File: src/rtl/dpc_pkg.sv
// Package: shared state encoding and failure codes of the period calculator.
package dpc_pkg;

    typedef enum logic [1:0] {
        ST_IDLE = 2'd0,
        ST_PREP = 2'd1,
        ST_DIV1 = 2'd2,
        ST_DIV2 = 2'd3
    } dpc_state_t;

    localparam logic [1:0] ERR_NONE   = 2'b00;
    localparam logic [1:0] ERR_COARSE = 2'b01;
    localparam logic [1:0] ERR_FINE   = 2'b10;

endpackage

File: src/rtl/dpc_seq_div.sv
// Module: dpc_seq_div
// Restoring unsigned divider that produces one quotient bit per clock.
// A load captures the operands. W cycles later, done pulses for one
// cycle with the quotient and remainder valid, and they stay valid until
// the next load.
// Assumes: load is asserted only while busy is low, and the divisor is nonzero.
module dpc_seq_div #(
    parameter int W = 32
) (
    input  logic         clk,
    input  logic         rst_n,
    input  logic         load,
    input  logic [W-1:0] dividend,
    input  logic [W-1:0] divisor,
    output logic         busy,
    output logic         done,
    output logic [W-1:0] quo,
    output logic [W-1:0] rem
);
    localparam int CW = $clog2(W + 1);

    logic [W-1:0]  b_q;
    logic [CW-1:0] cnt;
    logic [W:0]    shifted;
    logic [W:0]    trial;

    // Shift in the next dividend bit and try a subtraction of the divisor.
    always_comb begin
        shifted = {rem, quo[W-1]};
        trial   = shifted - {1'b0, b_q};
    end

    // Iteration register: load, then W restoring steps, then the done pulse.
    always_ff @(posedge clk) begin
        if (!rst_n) begin
            rem  <= '0;
            quo  <= '0;
            b_q  <= '0;
            cnt  <= '0;
            busy <= 1'b0;
            done <= 1'b0;
        end else begin
            done <= 1'b0;
            if (load) begin
                rem  <= '0;
                quo  <= dividend;
                b_q  <= divisor;
                cnt  <= CW'(W);
                busy <= 1'b1;
            end else if (busy) begin
                if (!trial[W]) begin
                    rem <= trial[W-1:0];
                    quo <= {quo[W-2:0], 1'b1};
                end else begin
                    rem <= shifted[W-1:0];
                    quo <= {quo[W-2:0], 1'b0};
                end
                cnt <= cnt - 1'b1;
                if (cnt == CW'(1)) begin
                    busy <= 1'b0;
                    done <= 1'b1;
                end
            end
        end
    end

endmodule

File: src/rtl/dpc_operand.sv
// Module: dpc_operand
// Holds the operands taken at an accepted start, and from them forms the
// numerator (reference count times period) and the divisor (delay count
// times the element denominator). It also raises the zero-operand guard.
// Assumes: capture is asserted only while the calculator is idle.
// Both products fit in W = 2*OPW bits.
module dpc_operand #(
    parameter int OPW        = 16,
    parameter int W          = 2 * OPW,
    parameter int DEN_COARSE = 88,
    parameter int DEN_FINE   = 264
) (
    input  logic           clk,
    input  logic           rst_n,
    input  logic           capture,
    input  logic           fine_i,
    input  logic [OPW-1:0] per_i,
    input  logic [OPW-1:0] dly_i,
    input  logic [OPW-1:0] ref_i,
    output logic [W-1:0]   num,
    output logic [W-1:0]   dvs,
    output logic           guard,
    output logic           fine_q
);
    localparam logic [OPW-1:0] DC = OPW'(DEN_COARSE);
    localparam logic [OPW-1:0] DF = OPW'(DEN_FINE);

    logic [OPW-1:0] per_q;
    logic [OPW-1:0] dly_q;
    logic [OPW-1:0] ref_q;
    logic [OPW-1:0] den;

    // Operand register: loaded only when a start is accepted.
    always_ff @(posedge clk) begin
        if (!rst_n) begin
            per_q  <= '0;
            dly_q  <= '0;
            ref_q  <= '0;
            fine_q <= 1'b0;
        end else if (capture) begin
            per_q  <= per_i;
            dly_q  <= dly_i;
            ref_q  <= ref_i;
            fine_q <= fine_i;
        end
    end

    // Products and guard formed from the held operands.
    always_comb begin
        den   = fine_q ? DF : DC;
        num   = W'(ref_q) * W'(per_q);
        dvs   = W'(dly_q) * W'(den);
        guard = (dly_q == '0) || (den == '0);
    end

endmodule

File: src/rtl/dpc_period_calc.sv
// Module: dpc_period_calc (top)
// Per-element delay calculator. The result is 5*(N/D) plus
// (10*(N mod D))/(2*D). N is the reference count times the period and D
// is the delay count times the element denominator. One shared divider
// forms the first quotient, then it forms the remainder term.
// A zero delay count skips the divider and returns zero.
// Assumes: 2*D and 10*(N mod D) fit in W bits. This holds for the
// default denominators.
module dpc_period_calc #(
    parameter int OPW        = 16,
    parameter int DEN_COARSE = 88,
    parameter int DEN_FINE   = 264
) (
    input  logic            clk,
    input  logic            rst_n,
    input  logic            start_i,
    input  logic            fine_i,
    input  logic [OPW-1:0]  refclk_per_i,
    input  logic [OPW-1:0]  dly_cnt_i,
    input  logic [OPW-1:0]  ref_cnt_i,
    output logic            done_o,
    output logic [2*OPW-1:0] delay_o,
    output logic            zero_o,
    output logic [1:0]      err_code_o
);
    import dpc_pkg::*;

    localparam int W = 2 * OPW;

    dpc_state_t   state;
    logic         busy;
    logic         accept;
    logic [W-1:0] num;
    logic [W-1:0] dvs;
    logic         guard;
    logic         fine_q;
    logic         div_load;
    logic [W-1:0] div_a;
    logic [W-1:0] div_b;
    logic         div_busy;
    logic         div_done;
    logic [W-1:0] div_quo;
    logic [W-1:0] div_rem;
    logic [W-1:0] q_term;
    logic [W-1:0] fin_sum;
    logic [1:0]   fail_code;

    assign busy   = (state != ST_IDLE);
    assign accept = start_i && !busy;

    dpc_operand #(
        .OPW        (OPW),
        .W          (W),
        .DEN_COARSE (DEN_COARSE),
        .DEN_FINE   (DEN_FINE)
    ) u_operand (
        .clk     (clk),
        .rst_n   (rst_n),
        .capture (accept),
        .fine_i  (fine_i),
        .per_i   (refclk_per_i),
        .dly_i   (dly_cnt_i),
        .ref_i   (ref_cnt_i),
        .num     (num),
        .dvs     (dvs),
        .guard   (guard),
        .fine_q  (fine_q)
    );

    // Divider operand mux: first the main division, then the remainder term.
    always_comb begin
        div_load = ((state == ST_PREP) && !guard) ||
                   ((state == ST_DIV1) && div_done);
        if (state == ST_PREP) begin
            div_a = num;
            div_b = dvs;
        end else begin
            div_a = (div_rem << 3) + (div_rem << 1);
            div_b = dvs << 1;
        end
        fin_sum   = q_term + div_quo;
        fail_code = fine_q ? ERR_FINE : ERR_COARSE;
    end

    dpc_seq_div #(
        .W (W)
    ) u_div (
        .clk      (clk),
        .rst_n    (rst_n),
        .load     (div_load),
        .dividend (div_a),
        .divisor  (div_b),
        .busy     (div_busy),
        .done     (div_done),
        .quo      (div_quo),
        .rem      (div_rem)
    );

    // Sequencer: accept, guard or divide twice, then publish the result.
    always_ff @(posedge clk) begin
        if (!rst_n) begin
            state      <= ST_IDLE;
            q_term     <= '0;
            delay_o    <= '0;
            zero_o     <= 1'b0;
            err_code_o <= ERR_NONE;
            done_o     <= 1'b0;
        end else begin
            done_o <= 1'b0;
            case (state)
                ST_IDLE: begin
                    if (accept) state <= ST_PREP;
                end
                ST_PREP: begin
                    if (guard) begin
                        delay_o    <= '0;
                        zero_o     <= 1'b1;
                        err_code_o <= fail_code;
                        done_o     <= 1'b1;
                        state      <= ST_IDLE;
                    end else begin
                        state <= ST_DIV1;
                    end
                end
                ST_DIV1: begin
                    if (div_done) begin
                        q_term <= (div_quo << 2) + div_quo;
                        state  <= ST_DIV2;
                    end
                end
                ST_DIV2: begin
                    if (div_done && !div_busy) begin
                        delay_o    <= fin_sum;
                        zero_o     <= (fin_sum == '0);
                        err_code_o <= (fin_sum == '0) ? fail_code : ERR_NONE;
                        done_o     <= 1'b1;
                        state      <= ST_IDLE;
                    end
                end
                default: state <= ST_IDLE;
            endcase
        end
    end

endmodule

File: config.mk
export PLATFORM = sky130hd
export DESIGN_NAME = dpc_period_calc
export DESIGN_NICKNAME = d
export VERILOG_FILES = /design/src/rtl/dpc_pkg.sv /design/src/rtl/dpc_seq_div.sv /design/src/rtl/dpc_operand.sv /design/src/rtl/dpc_period_calc.sv
export SDC_FILE = /design/constraint.sdc
export NUM_CORES = 1
export LEC_CHECK = 0
export BUFFER_PORTS_ARGS = -buffer_cell sky130_fd_sc_hd__buf_2
export CAP_MARGIN = 20
export CORE_ASPECT_RATIO = 0.5
export CORE_MARGIN = 2
export CORE_UTILIZATION = 55
export DETAILED_ROUTE_END_ITERATION = 8
export PLACE_DENSITY = 0.83
export SYNTH_ARGS = -nofsm -noshare
export SYNTH_HDL_FRONTEND = slang
export SYNTH_SLANG_ARGS = --single-unit
File: constraint.sdc
create_clock -name clk -period 9 [get_ports clk]
set_clock_uncertainty 0.05 [all_clocks]
set_input_delay 2.7 -clock clk [delete_from_list [all_inputs] [get_ports clk]]
set_output_delay 2.7 -clock clk [all_outputs]
set_load 0.005 [all_outputs]
==> reports/metrics.cfg, run 1 <==
[status]
status = finished, final reports clean

[layout]
postLayoutCoreUtil_pct = 59.5
finalInstanceArea_mm2 = 0.0268
syn2layout_area_growth_pct = 7.16
seqCellArea_mm2 = 0.00431
drive_above_1_share_pct = 6.12
fillers = 3901
nets = 3628
multi_input_area_mm2 = 0.0189
antenna_cells = 0

[synthesis]
synth-async-reset-ratio_pct = 0
synth-seq-cells = 215
yosys.area_share.simple_pct = 18.5
synth_xor_area_share_pct = 4.24
synth-edff-count = 0
synth_compound_area_share_pct = 18.7
yosysUniqueCellTypes = 91
synthAdderAreaFrac_pct = 32.0
synth_top_area_cell = fa_1
yosysSeqAreaShare_pct = 17.2
yosys.area.top_type_share_pct = 17.9
synth_area_leaders = fa_1, dfxtp_1, ha_1
ys.flop_type = dfxtp_1
synth_top_family_by_area = adder cells
yosys_warnings = 0
synth_mux_area_share_pct = 2.03
syn_area_mm2 = 0.0250
synth.avg_cell_area_um2 = 8.16
syn_inst = 3064

[floorplanning]
core-area_mm2 = 0.0450
die_area_mm2 = 0.0473
io_pins = 88
die_h_um = 155
die_width_um = 306
rows = 55
start_util_pct = 55.6

[timing]
timing_hold_violations_final = 0
setup_tns_ns = 0
finalMaxSlewViolations = 0
fmaxAchievable_mhz = 139
fin_crit_sh_pct = 79.8
rsz0062_at_grt = no
setup_slack_ns = 1.81
slew_headroom_pct = 27.6
setup_violations = 0
tightest_slew_ns = 1.08
layout_min_cycle_time_ns = 7.19

[clock_tree]
clk_latency_ns = 0.58
postCtsHoldBufs = 0
cts_inserted_buffers = 26
clock-sinks = 215
cts_tree = done
path_clk_slew_ns = 0.08
post_cts_resized = 0
post_cts.repair.setup_buffers = 0
root_buffer = clkbuf_16
clockBufferDepth = 3
htreeDepth = 1

[power]
power.total_uw = 4330
switching_share_pct = 42.3
power_frac_comb_pct = 45.3
ir_drop_mv = 0.126
power_frac_seq_pct = 28.2
p_leak_uw = 0.0127
switchingPower_uw = 1830
internal-power_uw = 2500
p_clk_share_pct = 26.5
power.density_mw_per_mm2 = 162

[routing]
vias = 22100
antenna_left = 0
wl_um = 67800
first_pass_iters = 6
via_per_inst = 6.00
drtIter0Drc = 2246
drc = 0
post_drt_wl_per_cell_um = 18.4

[global_routing]
antenna_found_initial = 0
grt_max_degree = 76
grt_pass1_wl_um = 110000
first_global_vias = 21400
grt_overflow = 0
grt.total_usage_pct = 28.4

[critical_path]
rr_endpoint = u_div.quo[30]
worstRegToRegCells = 23
crit_arrival_ns = 7.63
endpoint_kind = flip-flop
crit_type = flip-flop to flip-flop
crit_fanout = 17
reg2reg_setup_slack_ns = 1.81
startpoint_type = flip-flop
r2r-start = u_operand.ref_q[7]
worstPathRequired_ns = 9.45

[placed_design]
numPortBuffers = 87
gp_congestion = 1.00
dpl_cell_area_mm2 = 0.0259
pre_cts_slack_ns = 2.00
dpl.hpwl_um = 52500

[min_path]
hold-path-cell-count = 2
hp-class = flip-flop to flip-flop
holdPathEnd = delay_o[26]
hp-start = delay_o[26]

[run]
drv_cap = 0

## critical path: stages (launching register included)
cell and delay (ns):
dfxtp_1 0.77, nand2_1 0.18, fa_1 0.57, inv_1 0.05
fa_1 0.50, inv_1 0.06, fa_1 0.53, inv_1 0.07
fa_1 0.45, fa_1 0.50, inv_1 0.06, fa_1 0.55
inv_1 0.05, ha_1 0.35, a21oi_1 0.21, o21ai_0 0.17
a21oi_1 0.20, o21ai_0 0.13, o31ai_1 0.66, o31ai_1 0.26
a211oi_1 0.37, xnor2_1 0.16, nand3_1 0.09, o211ai_1 0.12
## synth_stat cells (19+ instances only)
library cell / count
dfxtp_1: 215
inv_1: 343
a22oi_1: 26
nor2_1: 173
nand2_1: 399
fa_1: 223
mux2i_1: 44
o211ai_1: 20
nor2b_1: 42
a21oi_1: 238
a31oi_1: 24
clkbuf_1: 124
ha_1: 282
o21a_1: 27
a21o_1: 56
and3_1: 21
xnor2_1: 80
o21bai_1: 19
o21ai_0: 103
nand3_1: 49
xor2_1: 41
a211oi_1: 63
and2_1: 134
or3_1: 23
nor3_1: 53
## state kept, by name (all words and copies together) (netlist names), 16 cells and up, named ones only
signal	count
delay_o	32
q_term	32
u_div.b_q	24
u_div.quo	32
u_div.rem	32
u_operand.dly_q	16
u_operand.per_q	16
u_operand.ref_q	16
## per-stage QoR
step,hold slack (ns),std cells
3_3_place_gp,0.386,3640
2_1_floorplan,0.382,3075
4_1_cts,0.399,3687
6_report,0.401,3688
3_5_place_dp,0.391,3640
5_1_grt,0.426,3688
## layout make-up
cell class / instances / share of cell area [%]
Sequential cell: 215 / 16.1
Timing Repair Buffer: 105 / 2.20
Clock inverter: 13 / 0.747
Clock buffer: 34 / 2.65
Tap cell: 598 / 2.79
Inverter: 343 / 4.81
Multi-Input combinational cell: 2380 / 70.7
## power groups by stage
stage | Combinational, uW | Clock (uW) | Sequential [uW]
after floorplan | 1550 | 0 | 1130
after global placement | 1860 | 0 | 1230
after global routing | 2180 | 1190 | 1240
final | 1960 | 1150 | 1220
after detailed placement | 1910 | 0 | 1240
after CTS | 1930 | 1150 | 1220
## logic make-up (layout without fill, tap and decap cells)
| kind of cell | Yosys count | after routing |
|---|---|---|
| compound gates | 715 | 715 |
| xor+xnor | 121 | 121 |
| fa+ha+maj | 505 | 505 |
| buf+inv | 480 | 495 |
| flops | 215 | 215 |
| mux | 50 | 50 |
| other cells | 2 | 13 |
| simple gates | 976 | 976 |
## placed cells by master, fill, tap and decap left out, drive strengths merged, types with 7 or more instances in the layout
master	count
nand2	399
inv	344
ha	282
a21oi	243
fa	223
dfxtp	215
nor2	173
and2	134
o21ai	114
buf	105
xnor2	80
a211oi	64
a21o	58
nor3	54
nand3	50
mux2i	44
nor2b	42
xor2	41
clkbuf	34
o21a	27
a22oi	26
a31oi	24
or3	23
o211ai	22
and3	21
o21bai	19
a311oi	18
nand2b	15
conb	13
nand4	12
or4	12
o31ai	11
nor4	10
a221oi	10
a21boi	8
a211o	7
o22ai	7
clkinv	7
## metal layers
layer / share of wire [%] / wire [um] / vias up / global-route usage, %
met4: 1.9 / 1310 / 2 / 6.69
met3: 11 / 7350 / 114 / 7.50
met1: 44 / 29600 / 10700 / 39.8
li1: - / - / 10400 / -
met5: 0.17 / 112 / - / 1.72
met2: 43 / 29400 / 873 / 43.6
## worst max-delay path by stage
stage | startpoint | endpoint | slack (ns) | cells after the start
2_1_floorplan | u_operand.per_q[7] | u_div.quo[29] | 2.65 | 25
3_5_place_dp | u_operand.ref_q[7] | u_div.quo[30] | 2.00 | 23
4_1_cts | u_operand.ref_q[7] | u_div.quo[30] | 1.97 | 23
6_report | u_operand.ref_q[7] | u_div.quo[30] | 1.81 | 23
5_1_grt | u_operand.ref_q[7] | u_div.quo[30] | 1.56 | 23
3_3_place_gp | u_operand.ref_q[7] | u_div.quo[30] | 2.21 | 23
(Power assumes the default switching activity.)
==> run 2: changes to the inputs <==
--- a/config.mk
+++ b/config.mk
@@ -5,13 +5,14 @@
 export SDC_FILE = /design/constraint.sdc
 export NUM_CORES = 1
 export LEC_CHECK = 0
+export ABC_AREA = 1
 export BUFFER_PORTS_ARGS = -buffer_cell sky130_fd_sc_hd__buf_2
 export CAP_MARGIN = 20
 export CORE_ASPECT_RATIO = 0.5
 export CORE_MARGIN = 2
 export CORE_UTILIZATION = 55
 export DETAILED_ROUTE_END_ITERATION = 8
-export PLACE_DENSITY = 0.83
+export PLACE_DENSITY = 0.86
 export SYNTH_ARGS = -nofsm -noshare
 export SYNTH_HDL_FRONTEND = slang
 export SYNTH_SLANG_ARGS = --single-unit
==> constraint.sdc (replaced) <==
create_clock -name clk -period 5.8 [get_ports clk]
set_clock_uncertainty 0.05 [all_clocks]
set_input_delay 1.74 -clock clk [delete_from_list [all_inputs] [get_ports clk]]
set_output_delay 1.74 -clock clk [all_outputs]
set_load 0.005 [all_outputs]
==> run 2 against run 1 <==
Compared with the run above: non-clock buffer count is 72 higher; final area increased by 10%; total power rose by 150%; worst hold slack better by 0.0079 ns; combinational power rose to 3.6 times the previous value; clock power increased by 52%; utilization up 1.6 points; via count grew 19%; first-iteration DRC count increased by 7.3%; register-to-register slack got worse by 1.8 ns; final cell count is 29% higher; largest cell class unchanged; largest power group unchanged; highest routed layer unchanged.
==> reports/metrics.cfg, run 2 <==
[routing]
antenna_left = 0
first_pass_iters = 8
post_drt_wl_per_cell_um = 16.1
top_layer_used = met5
route.layer.met1.wl_um = 31600
wl_um = 76200
drc = 0
drtIter0Drc = 2411
dr_wl_met2_um = 35000
met3_length_um = 7080
vias = 26200
via_per_inst = 5.53

[power]
p_leak_uw = 0.0160
switching_share_pct = 51.5
ir_drop_mv = 0.459
power_frac_comb_pct = 65.0
switchingPower_uw = 5570
internal-power_uw = 5260
p_clk_share_pct = 16.2
power_frac_seq_pct = 18.9
power.density_mw_per_mm2 = 367

[layout]
drive_above_1_share_pct = 9.26
fillers = 4191
nets = 4628
mostFrequentLayoutCells = nand2_1, inv_1, a21oi_1
finalInstanceArea_mm2 = 0.0295
antenna_cells = 0
syn2layout_area_growth_pct = 10.2
mostFrequentLayoutCell = nand2_1

[synthesis]
synth_top_area_cell = fa_1
synth-seq-cells = 215
yosysUniqueCellTypes = 56
post-synth-top-count-cell = nand2_1
yosys.area.top_type_share_pct = 16.7
synth_area_leaders = fa_1, dfxtp_1, nand2_1
synth-async-reset-ratio_pct = 0
synth-edff-count = 0
synth.avg_cell_area_um2 = 6.70
yosysSeqAreaShare_pct = 16.1
ys_top_cells_by_count = nand2_1, inv_1, a21oi_1
syn_area_mm2 = 0.0268
ys.flop_type = dfxtp_1
yosys_warnings = 0
syn_inst = 4000

[critical_path]
crit_arrival_ns = 6.11
worstPathRequired_ns = 6.16
endpoint_kind = flip-flop
crit_fanout = 6
crit_type = flip-flop to flip-flop
startpoint_type = flip-flop

[timing]
fin_crit_sh_pct = 99.2
slew_headroom_pct = 37.0
timing_hold_violations_final = 0
setup_tns_ns = 0
setup_violations = 0
layout_min_cycle_time_ns = 5.75
finalMaxSlewViolations = 0
rsz0062_at_grt = yes
holdWs_ns = 0.408
tightest_slew_ns = 0.935
fmaxAchievable_mhz = 174

[placed_design]
numPortBuffers = 87
dpl_cell_area_mm2 = 0.0281
dpl.hpwl_um = 60700
gp_congestion = 0.981

[floorplanning]
start_util_pct = 55.5
die_h_um = 160
rows = 57
die_width_um = 316
core-area_mm2 = 0.0483
io_pins = 88
die_area_mm2 = 0.0506

[clock_tree]
path_clk_slew_ns = 0.06
clockBufferDepth = 3
cts_inserted_buffers = 26
cts_tree = done
clk_latency_ns = 0.57
clock-sinks = 215
htreeDepth = 1
root_buffer = clkbuf_16

[global_routing]
antenna_found_initial = 1
grt.total_usage_pct = 29.5
first_global_vias = 25600
grt_overflow = 0
grt_pass1_wl_um = 123000
grt_max_degree = 86

[status]
status = finished, final reports clean

[run]
drv_cap = 0

[min_path]
hp-class = flip-flop to flip-flop

-- run 2: per-stage QoR --
| stage | worst slack (ns) | cells | total power (uW) | util [%] |
|---|---|---|---|---|
| after floorplan | 0.0911 | 4011 | 7000 | - |
| after global placement | 0.0153 | 4680 | 8410 | 58.1 |
| after detailed placement | -0.0573 | 4680 | 8580 | 58.1 |
| after CTS | 0.00756 | 4728 | 10400 | 60.1 |
| after global routing | -0.130 | 4740 | 11700 | 61.1 |
| final | 0.0490 | 4740 | 10800 | 61.1 |
-- run 2: final timing paths --
kind                            slack [ns]               start  depth (start not counted)            end
worst min-delay path                  0.41         delay_o[14]                          2    delay_o[14]
worst min register to register        0.41         delay_o[14]                          2    delay_o[14]
worst max register to register        0.05  u_operand.per_q[6]                         22  u_div.quo[18]
worst max-delay path                  0.05  u_operand.per_q[6]                         22  u_div.quo[18]
-- run 2: power by group through the flow --
| stage | clock [uW] | combinational [uW] | sequential [uW] |
|---|---|---|---|
| after floorplan | 0 | 5140 | 1860 |
| after global placement | 0 | 6360 | 2040 |
| after detailed placement | 0 | 6530 | 2050 |
| after CTS | 1760 | 6600 | 2020 |
| after global routing | 1820 | 7830 | 2060 |
| final | 1750 | 7030 | 2040 |
-- run 2: logic make-up after synthesis --
family | after synthesis | share of synthesized area, %
and+or+nand+nor | 1580 | 23.9
xor gates and xnor gates | 92 | 3.01
buffers and inverters | 930 | 13.2
DFF | 215 | 16.1
muxes | 1 | 0.0374
AOI/OAI and AO/OA | 675 | 13.9
adders and majority gates | 505 | 29.8
other | 2 | 0.0280
-- run 2: critical path, cell delays in order, from the launching register on --
cell and delay (ns):
dfxtp_4 0.38, buf_4 0.17, nand2_1 0.10, inv_1 0.07, fa_1 0.49, inv_1 0.05, fa_1 0.50, inv_2 0.05
fa_1 0.51, fa_1 0.45, fa_1 0.55, inv_1 0.07, fa_1 0.50, inv_1 0.06, ha_1 0.36, nand2_1 0.17
inv_1 0.08, a21oi_2 0.18, o21ai_2 0.09, nor3_1 0.34, o22ai_1 0.15, a21oi_1 0.14, nor2_1 0.06
-- run 2: area by class of cell --
| type | instances | area (um2) | area share (%) |
|---|---|---|---|
| multi-input cells | 2866 | 19300 | 65.4 |
| flip-flops and latches | 215 | 4370 | 14.8 |
| inverters | 785 | 2950 | 9.98 |
| repair buffers | 177 | 1180 | 3.99 |
| well taps | 649 | 812 | 2.75 |
| clock buffers | 34 | 762 | 2.58 |
| clock inverters | 14 | 153 | 0.517 |
-- run 2: layer usage --
metal  global-route usage (%)  vias up
met4                     8.42        2
met3                     5.74      235
met2                     49.1     1136
li1                         -    12600
met5                        0        -
met1                     38.9    12300
-- run 2: repair_timing --
item | 4_1_cts | 5_1_grt
setup endpoints to repair | 13 | 22
setup buffers | 0 | 10
hold buffers | 0 | 0
gates resized for setup | 6 | 113
pin swaps | 0 | 36
cloned | 0 | 0
